--- src/rtl/flashprot_pkg.sv ---
package flashprot_pkg;
  typedef enum logic [2:0] {
    OP_IDLE    = 3'd0,
    OP_WEN     = 3'd1,
    OP_WDIS    = 3'd2,
    OP_PROG    = 3'd3,
    OP_SERASE  = 3'd4,
    OP_BERASE  = 3'd5,
    OP_SRWRITE = 3'd6,
    OP_RSVD    = 3'd7
  } fp_op_e;

  localparam int unsigned SR_W     = 8;
  localparam int unsigned SR_WIP   = 0;
  localparam int unsigned SR_WEL   = 1;
  localparam int unsigned SR_BP_LO = 2;
  localparam int unsigned SR_LOCK  = 7;
endpackage

--- src/rtl/fp_region_map.sv ---
module fp_region_map #(
  parameter int unsigned SECTOR_W = 4,
  parameter int unsigned BP_W     = 3
) (
  input  logic [BP_W-1:0]     bp,
  input  logic [SECTOR_W-1:0] sector,
  output logic                locked
);
  localparam logic [SECTOR_W:0] FULL = {1'b1, {SECTOR_W{1'b0}}};

  logic [SECTOR_W:0] span;

  // protected sector count doubles per code step, saturating at the whole array
  always_comb begin
    if (bp == '0)
      span = '0;
    else if (int'(bp) > int'(SECTOR_W))
      span = FULL;
    else
      span = FULL >> (int'(SECTOR_W) + 1 - int'(bp));
    locked = (span != '0) && ({1'b0, sector} >= (FULL - span));
  end

  always_comb begin
    if (bp != '0 && sector == {SECTOR_W{1'b1}})
      AST_TOP_SECTOR_LOCKED: assert (locked);
    if (bp == '0)
      AST_CODE_ZERO_OPEN: assert (!locked);
  end
endmodule

--- src/rtl/fp_status_regs.sv ---
module fp_status_regs
  import flashprot_pkg::*;
#(
  parameter int unsigned BP_W = 3
) (
  input  logic            clk,
  input  logic            rst,
  input  logic            wel_set,
  input  logic            wel_clr,
  input  logic            sr_load,
  input  logic            sr_lock_d,
  input  logic [BP_W-1:0] sr_bp_d,
  input  logic            pend_set,
  input  logic            seq_busy,
  output logic            lock_q,
  output logic [BP_W-1:0] bp_q,
  output logic            wel_q,
  output logic            wip_q,
  output logic [SR_W-1:0] status_q
);
  logic pend_q;
  logic pend_n;

  always_comb pend_n = pend_set | (pend_q & ~seq_busy);

  always_ff @(posedge clk) begin
    if (rst) begin
      lock_q <= 1'b0;
      bp_q   <= '0;
      wel_q  <= 1'b0;
      pend_q <= 1'b0;
      wip_q  <= 1'b0;
    end else begin
      if (sr_load) begin
        lock_q <= sr_lock_d;
        bp_q   <= sr_bp_d;
      end
      if (wel_clr)
        wel_q <= 1'b0;
      else if (wel_set)
        wel_q <= 1'b1;
      pend_q <= pend_n;
      wip_q  <= pend_n | seq_busy;
    end
  end

  always_comb begin
    status_q                   = '0;
    status_q[SR_WIP]           = wip_q;
    status_q[SR_WEL]           = wel_q;
    status_q[SR_BP_LO +: BP_W] = bp_q;
    status_q[SR_LOCK]          = lock_q;
  end

  AST_LOAD_NEEDS_PEND: assert property (@(posedge clk) disable iff (rst)
    sr_load |=> wip_q);
endmodule

--- src/rtl/flash_wprot_check.sv ---
module flash_wprot_check
  import flashprot_pkg::*;
#(
  parameter int unsigned ADDR_W   = 20,
  parameter int unsigned SECTOR_W = 4,
  parameter int unsigned BP_W     = 3
) (
  input  logic              clk,
  input  logic              rst,
  input  logic [2:0]        req_op,
  input  logic [ADDR_W-1:0] req_addr,
  input  logic [7:0]        req_data,
  input  logic              wp_n,
  input  logic              seq_busy,
  output logic              grant,
  output logic              deny,
  output logic [7:0]        status
);
  fp_op_e              op;
  logic [SECTOR_W-1:0] sector;
  logic                locked;
  logic                lock_q, wel_q, wip_q;
  logic [BP_W-1:0]     bp_q;
  logic                wel_set, wel_clr, sr_load, pend_set;
  logic                gr_n, dn_n;
  logic                hw_frozen;

  always_comb begin
    op        = fp_op_e'(req_op);
    sector    = req_addr[ADDR_W-1 -: SECTOR_W];
    hw_frozen = lock_q & ~wp_n;
  end

  fp_region_map #(.SECTOR_W(SECTOR_W), .BP_W(BP_W)) u_map (
    .bp(bp_q), .sector(sector), .locked(locked)
  );

  always_comb begin
    wel_set  = 1'b0;
    wel_clr  = 1'b0;
    sr_load  = 1'b0;
    pend_set = 1'b0;
    gr_n     = 1'b0;
    dn_n     = 1'b0;
    if (!wip_q) begin
      case (op)
        OP_WEN:  wel_set = 1'b1;
        OP_WDIS: wel_clr = 1'b1;
        OP_PROG, OP_SERASE: begin
          if (!wel_q) dn_n = 1'b1;
          else if (locked) begin dn_n = 1'b1; wel_clr = 1'b1; end
          else begin gr_n = 1'b1; wel_clr = 1'b1; pend_set = 1'b1; end
        end
        OP_BERASE: begin
          if (!wel_q) dn_n = 1'b1;
          else if (bp_q != '0) begin dn_n = 1'b1; wel_clr = 1'b1; end
          else begin gr_n = 1'b1; wel_clr = 1'b1; pend_set = 1'b1; end
        end
        OP_SRWRITE: begin
          if (!wel_q) dn_n = 1'b1;
          else if (hw_frozen) begin dn_n = 1'b1; wel_clr = 1'b1; end
          else begin
            gr_n = 1'b1; wel_clr = 1'b1; pend_set = 1'b1; sr_load = 1'b1;
          end
        end
        default: ;
      endcase
    end
  end

  fp_status_regs #(.BP_W(BP_W)) u_regs (
    .clk(clk), .rst(rst),
    .wel_set(wel_set), .wel_clr(wel_clr),
    .sr_load(sr_load), .sr_lock_d(req_data[SR_LOCK]),
    .sr_bp_d(req_data[SR_BP_LO +: BP_W]),
    .pend_set(pend_set), .seq_busy(seq_busy),
    .lock_q(lock_q), .bp_q(bp_q), .wel_q(wel_q), .wip_q(wip_q),
    .status_q(status)
  );

  always_ff @(posedge clk) begin
    if (rst) begin
      grant <= 1'b0;
      deny  <= 1'b0;
    end else begin
      grant <= gr_n;
      deny  <= dn_n;
    end
  end

  AST_GRANT_DENY_EXCL: assert property (@(posedge clk) disable iff (rst)
    !(grant && deny));
  AST_GRANT_SETS_WIP: assert property (@(posedge clk) disable iff (rst)
    grant |-> (status[SR_WIP] && !status[SR_WEL]));
  AST_NO_WEL_DENY: assert property (@(posedge clk) disable iff (rst)
    (!wip_q && !wel_q && (op == OP_PROG || op == OP_SERASE ||
      op == OP_BERASE || op == OP_SRWRITE)) |=> (deny && !grant));
  AST_BULK_GUARD: assert property (@(posedge clk) disable iff (rst)
    (op == OP_BERASE && bp_q != '0) |=> !grant);
  AST_HPM_FREEZE: assert property (@(posedge clk) disable iff (rst)
    (lock_q && !wp_n && op == OP_SRWRITE) |=> $stable(status[7:2]));
  AST_BUSY_IGNORE: assert property (@(posedge clk) disable iff (rst)
    (wip_q && op != OP_IDLE) |=> (!grant && !deny));
endmodule

--- config.mk ---
export PLATFORM = sky130hd
export DESIGN_NAME = flash_wprot_check
export DESIGN_NICKNAME = d
export VERILOG_FILES = /design/src/rtl/flashprot_pkg.sv /design/src/rtl/fp_region_map.sv /design/src/rtl/fp_status_regs.sv /design/src/rtl/flash_wprot_check.sv
export SDC_FILE = /design/constraint.sdc
export NUM_CORES = 1
export LEC_CHECK = 0
export ABC_AREA = 1
export BUFFER_PORTS_ARGS = -buffer_cell sky130_fd_sc_hd__buf_2
export CORE_ASPECT_RATIO = 0.8
export CORE_MARGIN = 10
export CORE_UTILIZATION = 35
export DETAILED_ROUTE_END_ITERATION = 10
export GPL_ROUTABILITY_DRIVEN = 1
export PLACE_DENSITY = 0.66
export SETUP_SLACK_MARGIN = 0.02
export SYNTH_ARGS = -nofsm -noshare
export SYNTH_HDL_FRONTEND = slang
export SYNTH_SLANG_ARGS = --single-unit
--- constraint.sdc ---
create_clock -name clk -period 2.9 [get_ports clk]
set_input_delay 0.29 -clock clk [delete_from_list [all_inputs] [get_ports clk]]
set_output_delay 0.29 -clock clk [all_outputs]
set_load 0.02 [all_outputs]
# Word level (Yosys, flattened, before mapping)
# Index checks and enable logic that the tools add are counted.
# word_totals
word_cells,56
in_bits,35
out_inout_bits,10
register_bits,9
# op_classes
n_mux,24
addsub,2
n_lt_le_gt_ge,2
bitwise_logic,6
eq_ne,6
reduce_logical,8
shifts,1
# ops
operator,n
$shr 5x32->5 const A,1
$mux 1,19
$mux 5,2
$eq 3x3->1 const B,3
$eq 3x2->1 const B,2
$pmux 1 s3,2
$reduce_or 2->1,3
$ge 4x5->1,1
$reduce_bool 5->1,1
$sub 5x5->5 const A,1
$reduce_or 4->1,1
$sub 3x3->4 const A,1
$eq 3x1->1 const B,1
$gt 3x3->1 const B,1
$logic_not 3->1,1
$reduce_bool 3->1,1
$and 1x1->1,2
$not 1->1,2
$or 1x1->1,2
$pmux 1 s2,1
$logic_and 1x1->1,1

# Longest topological paths before layout
# depth
word_depth,13
ltp_mapped,17
mapped_depth_nobuf,17

# Hierarchy
# A second synthesis with hierarchy kept.
# unflattened
cells_unflattened,143
hier_area_um2,864.6
# modules_own_cells
mod,cells_each,area_per_inst_um2,n_inst,seq_area_each_um2
fp_region_map,56,326.6,1,0.0
fp_status_regs,40,302.8,1,140.1
flash_wprot_check,47,235.2,1,40.0

# Least setup slack after synthesis
# No wires, ideal clock.
# synth_timing
path_kind,register -> register
startpoint,reg u_regs.bp_q[2]
endpoint,reg u_regs.wip_q
path_buffers,0
path_slack_ns,0.384
arrival_ns,2.398
stages_incl_launch_ff,18
required_ns,2.782
path_cell_list,dfxtp_1 inv_2 ha_1 nor2_1 nand4_1 ha_1 nand2_1 nor2_1 ha_1 nand2_1 nor2_1 nand2_1 nand3_1 nand3_1 nand2_1 nand2_1 nand2_2 nand3_2
# synth_between
elab_chain_cells,13
# synth_lines
item,line,text
start: declaration,fp_status_regs.sv:16,"output logic [BP_W-1:0] bp_q,"
start signal: assignment,fp_status_regs.sv:36,bp_q <= sr_bp_d;
$sub 3x3->4,fp_region_map.sv:20,span = FULL >> (int'(SECTOR_W) + 1 - int'(bp));
$shr 5x32->5,fp_region_map.sv:20,
$mux 5,fp_region_map.sv:17,else if (int'(bp) > int'(SECTOR_W))
$mux 5,fp_region_map.sv:15,if (bp == '0)
$sub 5x5->5,fp_region_map.sv:21,"locked = (span != '0) && ({1'b0, sector} >= (FULL - span));"
$ge 4x5->1,fp_region_map.sv:21,
$logic_and 1x1->1,fp_region_map.sv:21,
$mux 1,flash_wprot_check.sv:51,else if (locked) begin dn_n = 1'b1; wel_clr = 1'b1; end
$mux 1,flash_wprot_check.sv:50,if (!wel_q) dn_n = 1'b1;
$pmux 1 s3 (*),flash_wprot_check.sv:46,case (op)
$mux 1 (*),flash_wprot_check.sv:45,if (!wip_q) begin
$or 1x1->1 (*),fp_status_regs.sv:24,always_comb pend_n = pend_set | (pend_q & ~seq_busy);
$or 1x1->1 (*),fp_status_regs.sv:43,wip_q <= pend_n | seq_busy;
end signal: assignment,fp_status_regs.sv:43,
end: declaration,fp_status_regs.sv:18,"output logic wip_q,"
# Mark *: on every way between the ends. The rest lies on a longest branch, timed or not.
# A chain may end at the register's enable or synchronous reset.

# Worst setup path in the final report
# Ends and elaborated chain as after synthesis.

==> flow_summary_export.csv <==
group,metric,value,unit
synthesis,ys_top_cells_by_area,"dfxtp_1 23%, ha_1 13%, nand2_1 9.7%, inv_1 7.3%, nor2_1 5.8%",
drt,antenna_left,0,
pwr,swShare,28.9,%
synthesis,ys_types,28,
drt,wire_per_inst,10.8,um
critical_path,critPathMaxStageDelay,0.40,ns
clock_network,clockBufferDepth,2,
synthesis,async_flop_share,0,%
pwr,comb_power_share,18.9,%
placed_design,dpl_cell_area,881,um2
critical_path,ff2ff_path_depth,17,
pwr,clock_power_share,35.3,%
sta,grt_setup_unrepaired,"false",
synthesis,syn_inst,112,
sta,report.final.slew_viol_count,0,
floorplan,die_w,72.6,um
synthesis,synth-edff-count,0,
final_layout,n_fill_cell,232,
final_layout,area.growth.synth_to_final,17.5,%
synthesis,synth_top_family_by_area,"simple AND/OR/NAND/NOR gates",
synthesis,ys_ff_latch,9,
drt,vias,727,
min_path,hp-start,"seq_busy",
clock_network,cts_tree,"built",
global_route,grt-ovfl-total,0,
global_route,grt_use_total,7.70,%
clock_network,worstSkewPairLatency,0.26,ns
sta,min_period,2.57,ns
critical_path,cpMostUsedCell,"nand2_1",
final_layout,multi_input_area,480,um2
synthesis,synth.avg_cell_area,6.90,um2
synthesis,yosys.area_share.simple,37.4,%
flow_run,max_cap_violations,0,
critical_path,crit_fanout,6,
placed_design,place_congestion,0.820,
final_layout,final_cell_mix,"22 x buf_2, 20 x nand2_1, 15 x inv_1",
critical_path,r2r-start,"u_regs.bp_q[2]$_SDFFE_PP0P_",
critical_path,start_kind,"flip-flop",
pwr,seq_power_share,45.8,%
global_route,antenna_found_initial,0,
global_route,grt_pass1_vias,736,
floorplan,coreArea,0.00212,mm2
critical_path,critical_path.top_delay_family,"simple AND/OR/NAND/NOR gates",
synthesis,synth_compound_area_share,8.58,%
sta,setup_tns,0,ns
pwr,switchingPower,81.5,uW
floorplan,dieArea,0.00450,mm2
drt,first_iter_violations,4,
sta,hold_viol_final,0,
final_layout,antenna_cells,0,
final_layout,fin_area,908,um2
clock_network,cts_setup_buffers,0,
critical_path,end_kind,"flip-flop",
final_layout,drive_gt1_share,32.8,%
sta,finalSetupViolations,0,
min_path,whs_endpoint,"u_regs.wip_q$_SDFF_PP0_",
sta,post-route-period-util,88.7,%
final_layout,final_common_cell,"buf_2",
drt,viasPerCell,4.57,
synthesis,synthMuxAreaShare,0,%
synthesis,synthFlopType,"dfxtp_1",
clock_network,cts_num_sinks,9,
drt,routed_wl,1.71,mm
critical_path,arrival,2.72,ns
clock_network,h-tree-depth,1,
pwr,leakage,0.485,nW
clock_network,cts_root_buf,"clkbuf_4",
global_route,grt_max_degree,9,
critical_path,reg2reg_to,"u_regs.wip_q$_SDFF_PP0_",
synthesis,synth_area,773,um2
synthesis,synth_xor_area_share,2.27,%
placed_design,io_buffer_count,22,
global_route,grt_pass1_wl,2.82,mm
critical_path,crit_buf_inv,1,
synthesis,yosys.area_share.adder,12.9,%
critical_path,rrSetupSlack,0.33,ns
placed_design,dp_hpwl,1.46,mm
pwr,irDropWorstVdd,0.000192,V
drt,first_pass_iters,3,
synthesis,yosys.area.top_type_share,23.3,%
run_status,status,"complete, no violations",
critical_path,path_cells,"inv_2 > ha_1 > nor2_1 > nand4_1 > ha_1 > nand2_1 > nor2_1 > ha_1 > nand2_1 > nor2_1 > nand2_1 > nand3_1 > nand3_1 > nand2_1 > nand2_1 > nand2_2 > nand3_2",
min_path,holdPathStages,3,
critical_path,criticalPathCategory,"flip-flop to flip-flop",
floorplan,io_pins,45,
pwr,internal_power,200,uW
min_path,min_path_type,"input pin to flip-flop",
final_layout,seq_area,181,um2
synthesis,yosysWarnings,0,
sta,fmax,389,MHz
floorplan,fp.dieH,62.0,um
critical_path,cp_slowest_cell,"dfxtp_2",
pwr,powerDensity,310,mW/mm2
floorplan,initial_core_util,36.5,%
clock_network,cts-buffers-inserted,3,
floorplan,num_rows,15,
synthesis,synth.yosys.seq_area_share,23.3,%
synthesis,yosys.area.top_type,"dfxtp_1",
clock_network,path_clk_slew,0.06,ns
drt,drcViolationCount,0,
sta,fin_skew,0.00310,ns
final_layout,nets,178,
critical_path,crit_required,3.05,ns
layout make-up:
cell class,count,area share [%]
Tap cell,25,3.44
Clock buffer,4,2.89
Inverter,21,8.68
Timing Repair Buffer,22,12.1
Multi-Input combinational cell,78,52.9
Sequential cell,9,20.0
worst register-to-register path, stage by stage (launching register included):
cell,delay [ns]
dfxtp_2,0.40
inv_2,0.09
ha_1,0.34
nor2_1,0.21
nand4_1,0.12
ha_1,0.24
nand2_1,0.07
nor2_1,0.05
ha_1,0.30
nand2_1,0.07
nor2_1,0.10
nand2_1,0.06
nand3_1,0.08
nand3_1,0.07
nand2_1,0.06
nand2_1,0.06
nand2_2,0.08
nand3_2,0.07
power groups by stage:
stage                     Sequential (mW)  Combinational (mW)  Clock, mW
after global placement              0.132              0.0514          0
final                               0.129              0.0531     0.0995
after global routing                0.129              0.0603      0.108
after CTS                           0.129              0.0536      0.104
after floorplan                     0.133              0.0357          0
after detailed placement            0.132              0.0532          0
registers in the layout, indices dropped and copies added (netlist names):
name	flops
u_regs.bp_q	3
deny	1
grant	1
u_regs.lock_q	1
u_regs.pend_q	1
u_regs.wel_q	1
u_regs.wip_q	1
routing by layer:
metal | GRT usage [%] | up-vias | share of wire [%] | wire length [um]
met2 | 12.0 | 21 | 45 | 769
li1 | - | 396 | - | -
met1 | 8.48 | 304 | 45 | 772
met3 | 4.60 | 6 | 8.1 | 139
met4 | 2.97 | 0 | 1.7 | 29
met5 | 0 | - | 0 | 0
stage by stage:
| step | setup WS (ns) | util, % | instances | power (mW) | hold slack [ns] |
|---|---|---|---|---|---|
| 3_5_place_dp | 0.259 | 41.5 | 155 | 0.185 | 0.496 |
| 3_3_place_gp | 0.302 | 41.5 | 155 | 0.183 | 0.492 |
| 5_1_grt | 0.102 | 42.8 | 159 | 0.298 | 0.291 |
| 6_report | 0.326 | 42.8 | 159 | 0.282 | 0.265 |
| 4_1_cts | 0.226 | 42.8 | 159 | 0.287 | 0.256 |
| 2_1_floorplan | 0.384 | - | 113 | 0.169 | 0.421 |
synth_stat cells (2+ instances only):
cell type,instances
a21oi_1,2
buf_4,5
dfxtp_1,9
ha_1,8
inv_1,15
inv_2,5
nand2_1,20
nand2_2,4
nand3_1,5
nand3_2,3
nand4_1,3
nor2_1,12
nor2_2,3
o21ai_0,2
o21ai_1,3
kinds of logic after synthesis:
kind of cell | count (synthesis)
other | 1
adders and majority gates | 8
buffers and inverters | 26
and+or+nand+nor | 55
xor gates and xnor gates | 2
AOI/OAI and AO/OA | 11
DFF | 9
how the worst max path moves through the flow:
stage / cells past startpoint / start / to / slack (ns)
after floorplan: 17 / u_regs.bp_q[2]$_SDFFE_PP0P_ / u_regs.wip_q$_SDFF_PP0_ / 0.38
after global placement: 17 / u_regs.bp_q[2]$_SDFFE_PP0P_ / u_regs.wip_q$_SDFF_PP0_ / 0.30
after detailed placement: 17 / u_regs.bp_q[2]$_SDFFE_PP0P_ / u_regs.wip_q$_SDFF_PP0_ / 0.26
after CTS: 17 / u_regs.bp_q[2]$_SDFFE_PP0P_ / u_regs.wip_q$_SDFF_PP0_ / 0.23
after global routing: 16 / u_regs.bp_q[1]$_SDFFE_PP0P_ / u_regs.wip_q$_SDFF_PP0_ / 0.10
final: 17 / u_regs.bp_q[2]$_SDFFE_PP0P_ / u_regs.wip_q$_SDFF_PP0_ / 0.33
timing repair:
item,CTS,global route
gates resized for setup,0,1
hold buffers,0,0
setup endpoints to repair,0,2
(Power assumes the default switching activity.)
